$ cat src/rtl/phase_pwm_pkg.sv
package phase_pwm_pkg;

  localparam int unsigned CNT_W = 12;

  typedef logic [CNT_W-1:0] cnt_t;

  typedef struct packed {
    cnt_t start_c;
    cnt_t stop_c;
    logic frc_hi;
    logic frc_lo;
  } chan_cfg_t;

  // Level of one channel for counter value k, before polarity.
  function automatic logic pulse_level(chan_cfg_t c, cnt_t k);
    if (c.frc_lo) return 1'b0;
    if (c.frc_hi) return 1'b1;
    if (c.start_c == c.stop_c) return 1'b0;
    if (c.start_c < c.stop_c) return (k >= c.start_c) && (k < c.stop_c);
    return (k >= c.start_c) || (k < c.stop_c);
  endfunction

  function automatic cnt_t next_count(cnt_t k);
    return k + 1'b1;
  endfunction

endpackage

$ cat src/rtl/pwm_timebase.sv
module pwm_timebase
  import phase_pwm_pkg::*;
#(
  parameter int unsigned PRE_W = 8
) (
  input  logic             clk,
  input  logic             rst_n,
  input  logic             sleep_i,
  input  logic [PRE_W-1:0] prescale_i,
  output cnt_t             cnt_o,
  output logic             load_o,
  output logic             run_o
);

  logic             pend_q;
  logic             run_q;
  logic [PRE_W-1:0] presc_q;
  logic [PRE_W-1:0] div_q;
  cnt_t             cnt_q;

  // named events
  logic start_w;
  logic tick_w;
  logic wrap_w;

  assign start_w = pend_q & ~sleep_i;
  assign tick_w  = run_q & ~sleep_i & (div_q == presc_q);
  assign wrap_w  = tick_w & (cnt_q == '1);

  always_ff @(posedge clk or negedge rst_n) begin
    if (!rst_n) begin
      pend_q  <= 1'b1;
      run_q   <= 1'b0;
      presc_q <= '0;
      div_q   <= '0;
      cnt_q   <= '0;
    end else if (sleep_i) begin
      pend_q  <= 1'b1;
      run_q   <= 1'b0;
      div_q   <= '0;
      cnt_q   <= '0;
    end else if (start_w) begin
      pend_q  <= 1'b0;
      run_q   <= 1'b1;
      presc_q <= prescale_i;
      div_q   <= '0;
      cnt_q   <= '0;
    end else if (run_q) begin
      if (tick_w) begin
        div_q <= '0;
        cnt_q <= next_count(cnt_q);
      end else begin
        div_q <= div_q + 1'b1;
      end
    end
  end

  assign cnt_o  = cnt_q;
  assign load_o = start_w | wrap_w;
  assign run_o  = run_q;

  p_step_r2: assert property (@(posedge clk) disable iff (!rst_n)
    tick_w |=> (cnt_t'(cnt_q - $past(cnt_q)) == cnt_t'(1)));

  p_hold_between_ticks_r2: assert property (@(posedge clk) disable iff (!rst_n)
    (run_q && !sleep_i && !tick_w) |=> $stable(cnt_q));

  p_div_bound_r2: assert property (@(posedge clk) disable iff (!rst_n)
    div_q <= presc_q);

  p_sleep_zero_r9: assert property (@(posedge clk) disable iff (!rst_n)
    sleep_i |=> (cnt_q == '0) && !run_q);

  p_presc_hold_r11: assert property (@(posedge clk) disable iff (!rst_n)
    !start_w |=> $stable(presc_q));

endmodule

$ cat src/rtl/pwm_chan_slice.sv
module pwm_chan_slice
  import phase_pwm_pkg::*;
(
  input  logic      clk,
  input  logic      rst_n,
  input  logic      load_i,
  input  logic      gate_i,
  input  logic      inv_i,
  input  cnt_t      cnt_i,
  input  chan_cfg_t cfg_i,
  output logic      pwm_o
);

  chan_cfg_t sh_q;
  logic      out_q;
  logic      lvl_w;

  assign lvl_w = pulse_level(sh_q, cnt_i);

  always_ff @(posedge clk or negedge rst_n) begin
    if (!rst_n) begin
      sh_q  <= '0;
      out_q <= 1'b0;
    end else begin
      if (load_i) sh_q <= cfg_i;
      out_q <= gate_i ? (lvl_w ^ inv_i) : inv_i;
    end
  end

  assign pwm_o = out_q;

  p_frc_lo_wins_r5: assert property (@(posedge clk) disable iff (!rst_n)
    (gate_i && sh_q.frc_lo) |=> (out_q == $past(inv_i)));

  p_frc_hi_r6: assert property (@(posedge clk) disable iff (!rst_n)
    (gate_i && sh_q.frc_hi && !sh_q.frc_lo) |=> (out_q == !$past(inv_i)));

  p_empty_window_r7: assert property (@(posedge clk) disable iff (!rst_n)
    (gate_i && !sh_q.frc_hi && !sh_q.frc_lo && (sh_q.start_c == sh_q.stop_c))
      |=> (out_q == $past(inv_i)));

  p_idle_level_r9: assert property (@(posedge clk) disable iff (!rst_n)
    !gate_i |=> (out_q == $past(inv_i)));

  p_shadow_hold_r10: assert property (@(posedge clk) disable iff (!rst_n)
    !load_i |=> $stable(sh_q));

endmodule

$ cat src/rtl/phase_pwm_engine.sv
module phase_pwm_engine
  import phase_pwm_pkg::*;
#(
  parameter int unsigned NUM_CH = 16,
  parameter int unsigned PRE_W  = 8
) (
  input  logic                    clk,
  input  logic                    rst_n,
  input  logic                    sleep_i,
  input  logic                    invert_i,
  input  logic [PRE_W-1:0]        prescale_i,
  input  logic [NUM_CH*CNT_W-1:0] on_cnt_i,
  input  logic [NUM_CH*CNT_W-1:0] off_cnt_i,
  input  logic [NUM_CH-1:0]       full_on_i,
  input  logic [NUM_CH-1:0]       full_off_i,
  output logic [NUM_CH-1:0]       pwm_o
);

  cnt_t cnt_w;
  logic load_w;
  logic run_w;
  logic gate_w;

  pwm_timebase #(.PRE_W(PRE_W)) u_tb (
    .clk        (clk),
    .rst_n      (rst_n),
    .sleep_i    (sleep_i),
    .prescale_i (prescale_i),
    .cnt_o      (cnt_w),
    .load_o     (load_w),
    .run_o      (run_w)
  );

  assign gate_w = run_w & ~sleep_i;

  for (genvar n = 0; n < NUM_CH; n++) begin : g_ch
    chan_cfg_t cfg_w;
    assign cfg_w.start_c = on_cnt_i[n*CNT_W +: CNT_W];
    assign cfg_w.stop_c  = off_cnt_i[n*CNT_W +: CNT_W];
    assign cfg_w.frc_hi  = full_on_i[n];
    assign cfg_w.frc_lo  = full_off_i[n];

    pwm_chan_slice u_ch (
      .clk    (clk),
      .rst_n  (rst_n),
      .load_i (load_w),
      .gate_i (gate_w),
      .inv_i  (invert_i),
      .cnt_i  (cnt_w),
      .cfg_i  (cfg_w),
      .pwm_o  (pwm_o[n])
    );
  end

  p_sleep_parks_all_r9: assert property (@(posedge clk) disable iff (!rst_n)
    sleep_i |=> (pwm_o == {NUM_CH{$past(invert_i)}}));

endmodule

$ cat config.mk
export PLATFORM = sky130hd
export DESIGN_NAME = phase_pwm_engine
export DESIGN_NICKNAME = d
export VERILOG_FILES = /design/src/rtl/phase_pwm_pkg.sv /design/src/rtl/pwm_timebase.sv /design/src/rtl/pwm_chan_slice.sv /design/src/rtl/phase_pwm_engine.sv
export SDC_FILE = /design/constraint.sdc
export NUM_CORES = 1
export LEC_CHECK = 0
export ABC_CLOCK_PERIOD_IN_PS = 2990
export BUFFER_PORTS_ARGS = -buffer_cell sky130_fd_sc_hd__buf_2
export CAP_MARGIN = 10
export CORE_UTILIZATION = 50
export DETAILED_ROUTE_END_ITERATION = 10
export HOLD_SLACK_MARGIN = 0.02
export PLACE_DENSITY = 0.74
export REMOVE_ABC_BUFFERS = 1
export SYNTH_ARGS = -nofsm -noshare
export SYNTH_HDL_FRONTEND = slang
export SYNTH_SLANG_ARGS = --single-unit
$ cat constraint.sdc
create_clock -name clk -period 2.99 [get_ports clk]
set_clock_uncertainty 0.05 [all_clocks]
set_input_delay 0 -clock clk [delete_from_list [all_inputs] [get_ports clk]]
set_output_delay 0 -clock clk [all_outputs]
set_load 0.005 [all_outputs]
[Word level (Yosys, flattened, before mapping)]
Cells that the tools add are included.
Operators by class
  bitwise logic cells: 22
  muxes and demuxes: 316
  $lt $le $gt $ge: 48
  eq/ne operators: 18
  reduce and logical (&&, ||, !) cells: 37
  $add $sub $neg: 2
Operators by type and width (number)
  less-than comparator 12 bit: 32
  2-to-1 mux 1 bit: 308
  == test 12 bit: 16
  greater-or-equal comparator 12 bit: 16
  2-to-1 mux 12 bit: 4
  2-to-1 mux 8 bit: 4
  logical AND 1 bit: 16
  logical OR 1 bit: 16
  XOR 1 bit: 16
  adder 12 x 1 -> 12 bit (second input constant): 1
  == test 12 bit (second input constant): 1
  adder 8 x 1 -> 8 bit (second input constant): 1
  == test 8 bit: 1
  nonzero test 3 bit: 2
  AND 1 bit: 4
  AND reduction 2 bit: 2
  nonzero test 2 bit: 1
  NOT 1 bit: 1
  bitwise OR 1 bit: 1
Storage, ports and cells
  bits in registers: 462
  output and inout bits: 16
  bits of input ports: 428

[Depth between registers and ports, before layout]
  depth after elaboration: 13
  depth in mapped cells: 13
  depth with buffers taken out: 10

[Hierarchy]
Synthesis repeated with hierarchy kept, for this count alone.
Unflattened totals
  cells, all modules: 3281
  area total of the unflattened synthesis: 31425.1 um^2
By module, submodules not included
  pwm_chan_slice: cells an instance 195, area an instance 1856.8 um^2, instances 16
  pwm_timebase: cells an instance 160, area an instance 1702.9 um^2, instances 1
  phase_pwm_engine: cells an instance 1, area an instance 13.8 um^2, instances 1

[Least setup slack after synthesis]
OpenSTA, ideal clock, no wires.
  kind: reg-to-reg
  start: register u_tb.cnt_q[0], in the netlist u_tb.cnt_o[0]
  end: register g_ch[0].u_ch.out_q
  required time: 2797 ps
  slack: 153 ps
  data arrival time: 2644 ps
  library setup time: 143 ps
  cell stages (with the launch flop): 12
  path buffers: 1
  path through: dfrtp_1 -> clkbuf_1 -> inv_1 -> ha_1 -> nand2b_1 -> a21o_1 -> a211o_1 -> a21oi_1 -> o21ai_0 -> maj3_1 -> o21ai_0 -> xnor2_1
Between the ends
  longest elaborated chain between the ends: 9
RTL lines
  start: declaration: RTL line pwm_timebase.sv:19  | cnt_t cnt_q;
  start signal: assignment: RTL line pwm_timebase.sv:51  | cnt_q <= next_count(cnt_q);
  greater-or-equal comparator 12 bit / less-than comparator 12 bit (equally long branches): RTL line phase_pwm_pkg.sv:19, phase_pwm_pkg.sv:20
  logical AND 1 bit: RTL line phase_pwm_pkg.sv:19  | if (c.start_c < c.stop_c) return (k >= c.start_c) && (k < c.stop_c);
  2-to-1 mux 1 bit: RTL line phase_pwm_pkg.sv:19
  2-to-1 mux 1 bit *: RTL line phase_pwm_pkg.sv:20  | return (k >= c.start_c) || (k < c.stop_c);
  2-to-1 mux 1 bit *: RTL line phase_pwm_pkg.sv:19
  2-to-1 mux 1 bit *: RTL line phase_pwm_pkg.sv:18  | if (c.start_c == c.stop_c) return 1'b0;
  2-to-1 mux 1 bit *: RTL line phase_pwm_pkg.sv:17  | if (c.frc_hi) return 1'b1;
  XOR 1 bit *: RTL line pwm_chan_slice.sv:26  | out_q <= gate_i ? (lvl_w ^ inv_i) : inv_i;
  2-to-1 mux 1 bit *: RTL line pwm_chan_slice.sv:26
  end signal: assignment: RTL line pwm_chan_slice.sv:26
  end: declaration: RTL line pwm_chan_slice.sv:15  | logic out_q;
Every way passes the cells marked *; elsewhere a longest branch is shown, timed or not.
A chain may end at the register's enable or synchronous reset.

[Final worst setup path]
  start: register u_tb.cnt_q[0], in the netlist u_tb.cnt_o[0]
  end: register g_ch[4].u_ch.out_q
Between the ends
  longest elaborated chain between the ends: 9
RTL lines (RTL line)
  greater-or-equal comparator 12 bit / less-than comparator 12 bit (equally long branches): phase_pwm_pkg.sv:19, phase_pwm_pkg.sv:20
  logical AND 1 bit: phase_pwm_pkg.sv:19
  2-to-1 mux 1 bit: phase_pwm_pkg.sv:19
  2-to-1 mux 1 bit *: phase_pwm_pkg.sv:20
  2-to-1 mux 1 bit *: phase_pwm_pkg.sv:19
  2-to-1 mux 1 bit *: phase_pwm_pkg.sv:18
  2-to-1 mux 1 bit *: phase_pwm_pkg.sv:17
  XOR 1 bit *: pwm_chan_slice.sv:26
  2-to-1 mux 1 bit *: pwm_chan_slice.sv:26
  end signal: assignment: pwm_chan_slice.sv:26
  end: declaration: pwm_chan_slice.sv:15
Marked as above.

==> results_dict.tcl <==
set metrics [dict create \
    clk_latency_ns 0.61 \
    reg2reg_to "g_ch[4].u_ch.pwm_o" \
    path_max_fanout 7 \
    switching_share_pct 29.9 \
    switchingPower_mw 5.80 \
    io_buffer_count 443 \
    drc_errors 2 \
    cts_buffers 53 \
    clock_sinks 462 \
    crit_path_start_kind "register" \
    die_x_um 248 \
    totalWireLength_mm 100 \
    cp.required_ns 3.41 \
    firstDrtPassIters 10 \
    seq_area_frac_synth_pct 38.2 \
    max_freq_ghz 0.352 \
    p_clk_share_pct 36.9 \
    wl_per_cell_um 20.0 \
    rsz0062_at_grt "false" \
    dr.first_iter.drc_count 1773 \
    fp.dieArea_sq_um 61500 \
    reg2reg_depth 11 \
    setup_viol 0 \
    tightest_slew_ns 0.638 \
    ys_warn_count 0 \
    combPwrFrac_pct 24.7 \
    synth_edf_count 0 \
    p_int_mw 13.6 \
    core_area_sq_um 59400 \
    postCtsSetupBuffers 0 \
    grt-ovfl-total 0 \
    dr_total_vias 28300 \
    slew_violations 0 \
    end_kind "register" \
    fin_ws_ns 0.150 \
    area_delta_synth_final_pct 32.1 \
    ys_top_cells_by_area "dfrtp_1, ha_1, o21ai_0" \
    min_period_ns 2.84 \
    status "finished, violations left" \
    worstReg2RegStart "u_tb.cnt_o[0]" \
    p_leak_nw 20.8 \
    num_rows 89 \
    grt_start_max_net_pins 79 \
    peakVddDrop_v 0.000464 \
    hold_class "input pin to async pin" \
    timing.max_slew.rel_slack_pct 56.4 \
    layout_common_cells "ha_1, nand2_1, dfrtp_1" \
    r2r_slack_ns 0.15 \
    avgSynthCellArea_sq_um 9.24 \
    min_period_over_period_pct 95.0 \
    timing.hold.ws_ns 0.0605 \
    finalHoldViolCount 0 \
    grt_pass1_wl_mm 154 \
    setup-tns-final_ns 0 \
    synth_cell_type_count 53 \
    clock-root-buffer "clkbuf_16" \
    violations "DRC" \
    cts_tree "built" \
    crit_type "register to register" \
    arrival_ns 3.26 \
    power_density_nw_per_um2 486 \
    dpl.cell_count 4460 \
    clock_path_buffers 3 \
    synth_cells 3276 \
    synth_seq_cells 462 \
    gr-usage-all-layers_pct 32.2 \
    final_common_cell "ha_1" \
    grt_antenna_before_repair 10 \
    fp.dieH_um 248 \
    cts.clk_slew.worst_paths_ns 0.06 \
    synth_area_sq_um 30300 \
    vias_per_cell 5.66 \
    htreeDepth 2 \
    place_hpwl_mm 63.2 \
    nets 5160 \
    synth_top_area_share_pct 38.1 \
    yosysTopAreaCell "dfrtp_1" \
    instances_no_fill 5000 \
    io_pins 444 \
    place_congestion 0.893 \
    synth_ff_type "dfrtp_1" \
    async_reset_ff_share_pct 100 \
    grt_pass1_vias 29200 \
    ant_nets 0 \
    initial_utilization_pct 51.0 \
    cap_violations 0 \
    drive_gt1_share_pct 16.0 \
    pre_cts_slack_ns 0.234 \
    seq_power_share_pct 38.4 \
]
==> worst max path at each step <==
stage | endpoint | from
after floorplan | g_ch[0].u_ch.sh_q[0] | u_tb.cnt_o[4]
after global placement | g_ch[9].u_ch.pwm_o | u_tb.cnt_o[0]
after detailed placement | g_ch[9].u_ch.pwm_o | u_tb.cnt_o[0]
after CTS | g_ch[9].u_ch.pwm_o | u_tb.cnt_o[0]
after global routing | g_ch[4].u_ch.pwm_o | u_tb.cnt_o[6]
final | g_ch[4].u_ch.pwm_o | u_tb.cnt_o[0]
==> kinds of logic after synthesis <==
group,after synthesis,share of synthesized area (%)
simple gates,777,11.2
xor+xnor,41,1.19
mux,40,1.48
compound gates,872,17.0
flops,462,38.2
fa+ha+maj,575,23.7
buf+inv,509,7.24
==> per-layer routing <==
layer | wire (um) | part of all wire, % | global-route usage, % | vias to the layer above
met3 | 7960 | 8.0 | 6.50 | 450
met4 | 6360 | 6.4 | 19.3 | 0
li1 | - | - | - | 13100
met2 | 47400 | 47 | 53.9 | 1368
met1 | 38300 | 38 | 38.3 | 13400
met5 | 0 | 0 | 0 | -
==> what timing repair did <==
action	in CTS	in global routing
endpoints found under the setup margin	0	1
gates resized for setup	0	1
endpoints found under the hold margin	915	0
hold buffers	428	0
==> area by class of cell <==
class                      count  area, sq um
sequential                   462        11600
clock inverter                22          324
fill                        4254        19400
timing repair buffer         955         7490
antenna                       14         35.0
clock buffer                  76         1600
inverter                     393         1480
multi-input combinational   2305        16500
tap                          773          967
==> power by group through the flow <==
| stage | logic [mW] | clock network [mW] | registers, mW |
|---|---|---|---|
| 5_1_grt | 5.39 | 7.46 | 7.53 |
| 3_3_place_gp | 3.95 | 0 | 7.51 |
| 3_5_place_dp | 4.13 | 0 | 7.54 |
| 6_report | 4.79 | 7.17 | 7.46 |
| 4_1_cts | 4.60 | 7.20 | 7.44 |
| 2_1_floorplan | 3.10 | 0 | 7.47 |
==> metrics by stage <==
step                cell area [sq um]  util (%)  power, mW
finish                          40000      67.4       19.4
CTS                             39900      67.3       19.2
detailed placement              33700      56.8       11.7
global placement                33700      56.8       11.5
floorplan                       29500         -       10.6
global route                    40000      67.3       20.4
==> worst max-delay path, cell delays in order (launching register included) <==
cell and delay [ns]:
dfrtp_1 0.38, inv_1 0.07, buf_4 0.22, ha_1 0.27
nand2b_1 0.14, a21o_1 0.18, a211oi_1 0.21, o21ai_0 0.21
a221oi_1 0.47, maj3_1 0.28, a21oi_1 0.08, xor2_1 0.14
==> synthesized netlist by cell type (19+ instances only) <==
cell / number
nand4_1: 46
a21o_1: 143
a211o_1: 23
nand3_1: 31
a2111oi_0: 19
nor3_1: 19
a21oi_1: 150
buf_4: 48
nand2b_1: 35
xor2_1: 23
nand2_1: 488
a211oi_1: 26
ha_1: 562
clkbuf_1: 44
inv_1: 393
dfrtp_1: 461
mux2_2: 39
nor2_1: 101
o21ai_0: 430
==> registers in the layout, summed over array words and instances (netlist names) <==
name,flops
g_ch.u_ch.sh_q,416
u_tb.div_q,8
g_ch.u_ch.pwm_o,16
u_tb.cnt_o,12
u_tb.pend_q,1
u_tb.presc_q,8
u_tb.run_o,1
Power figures use the tool's default switching activity.
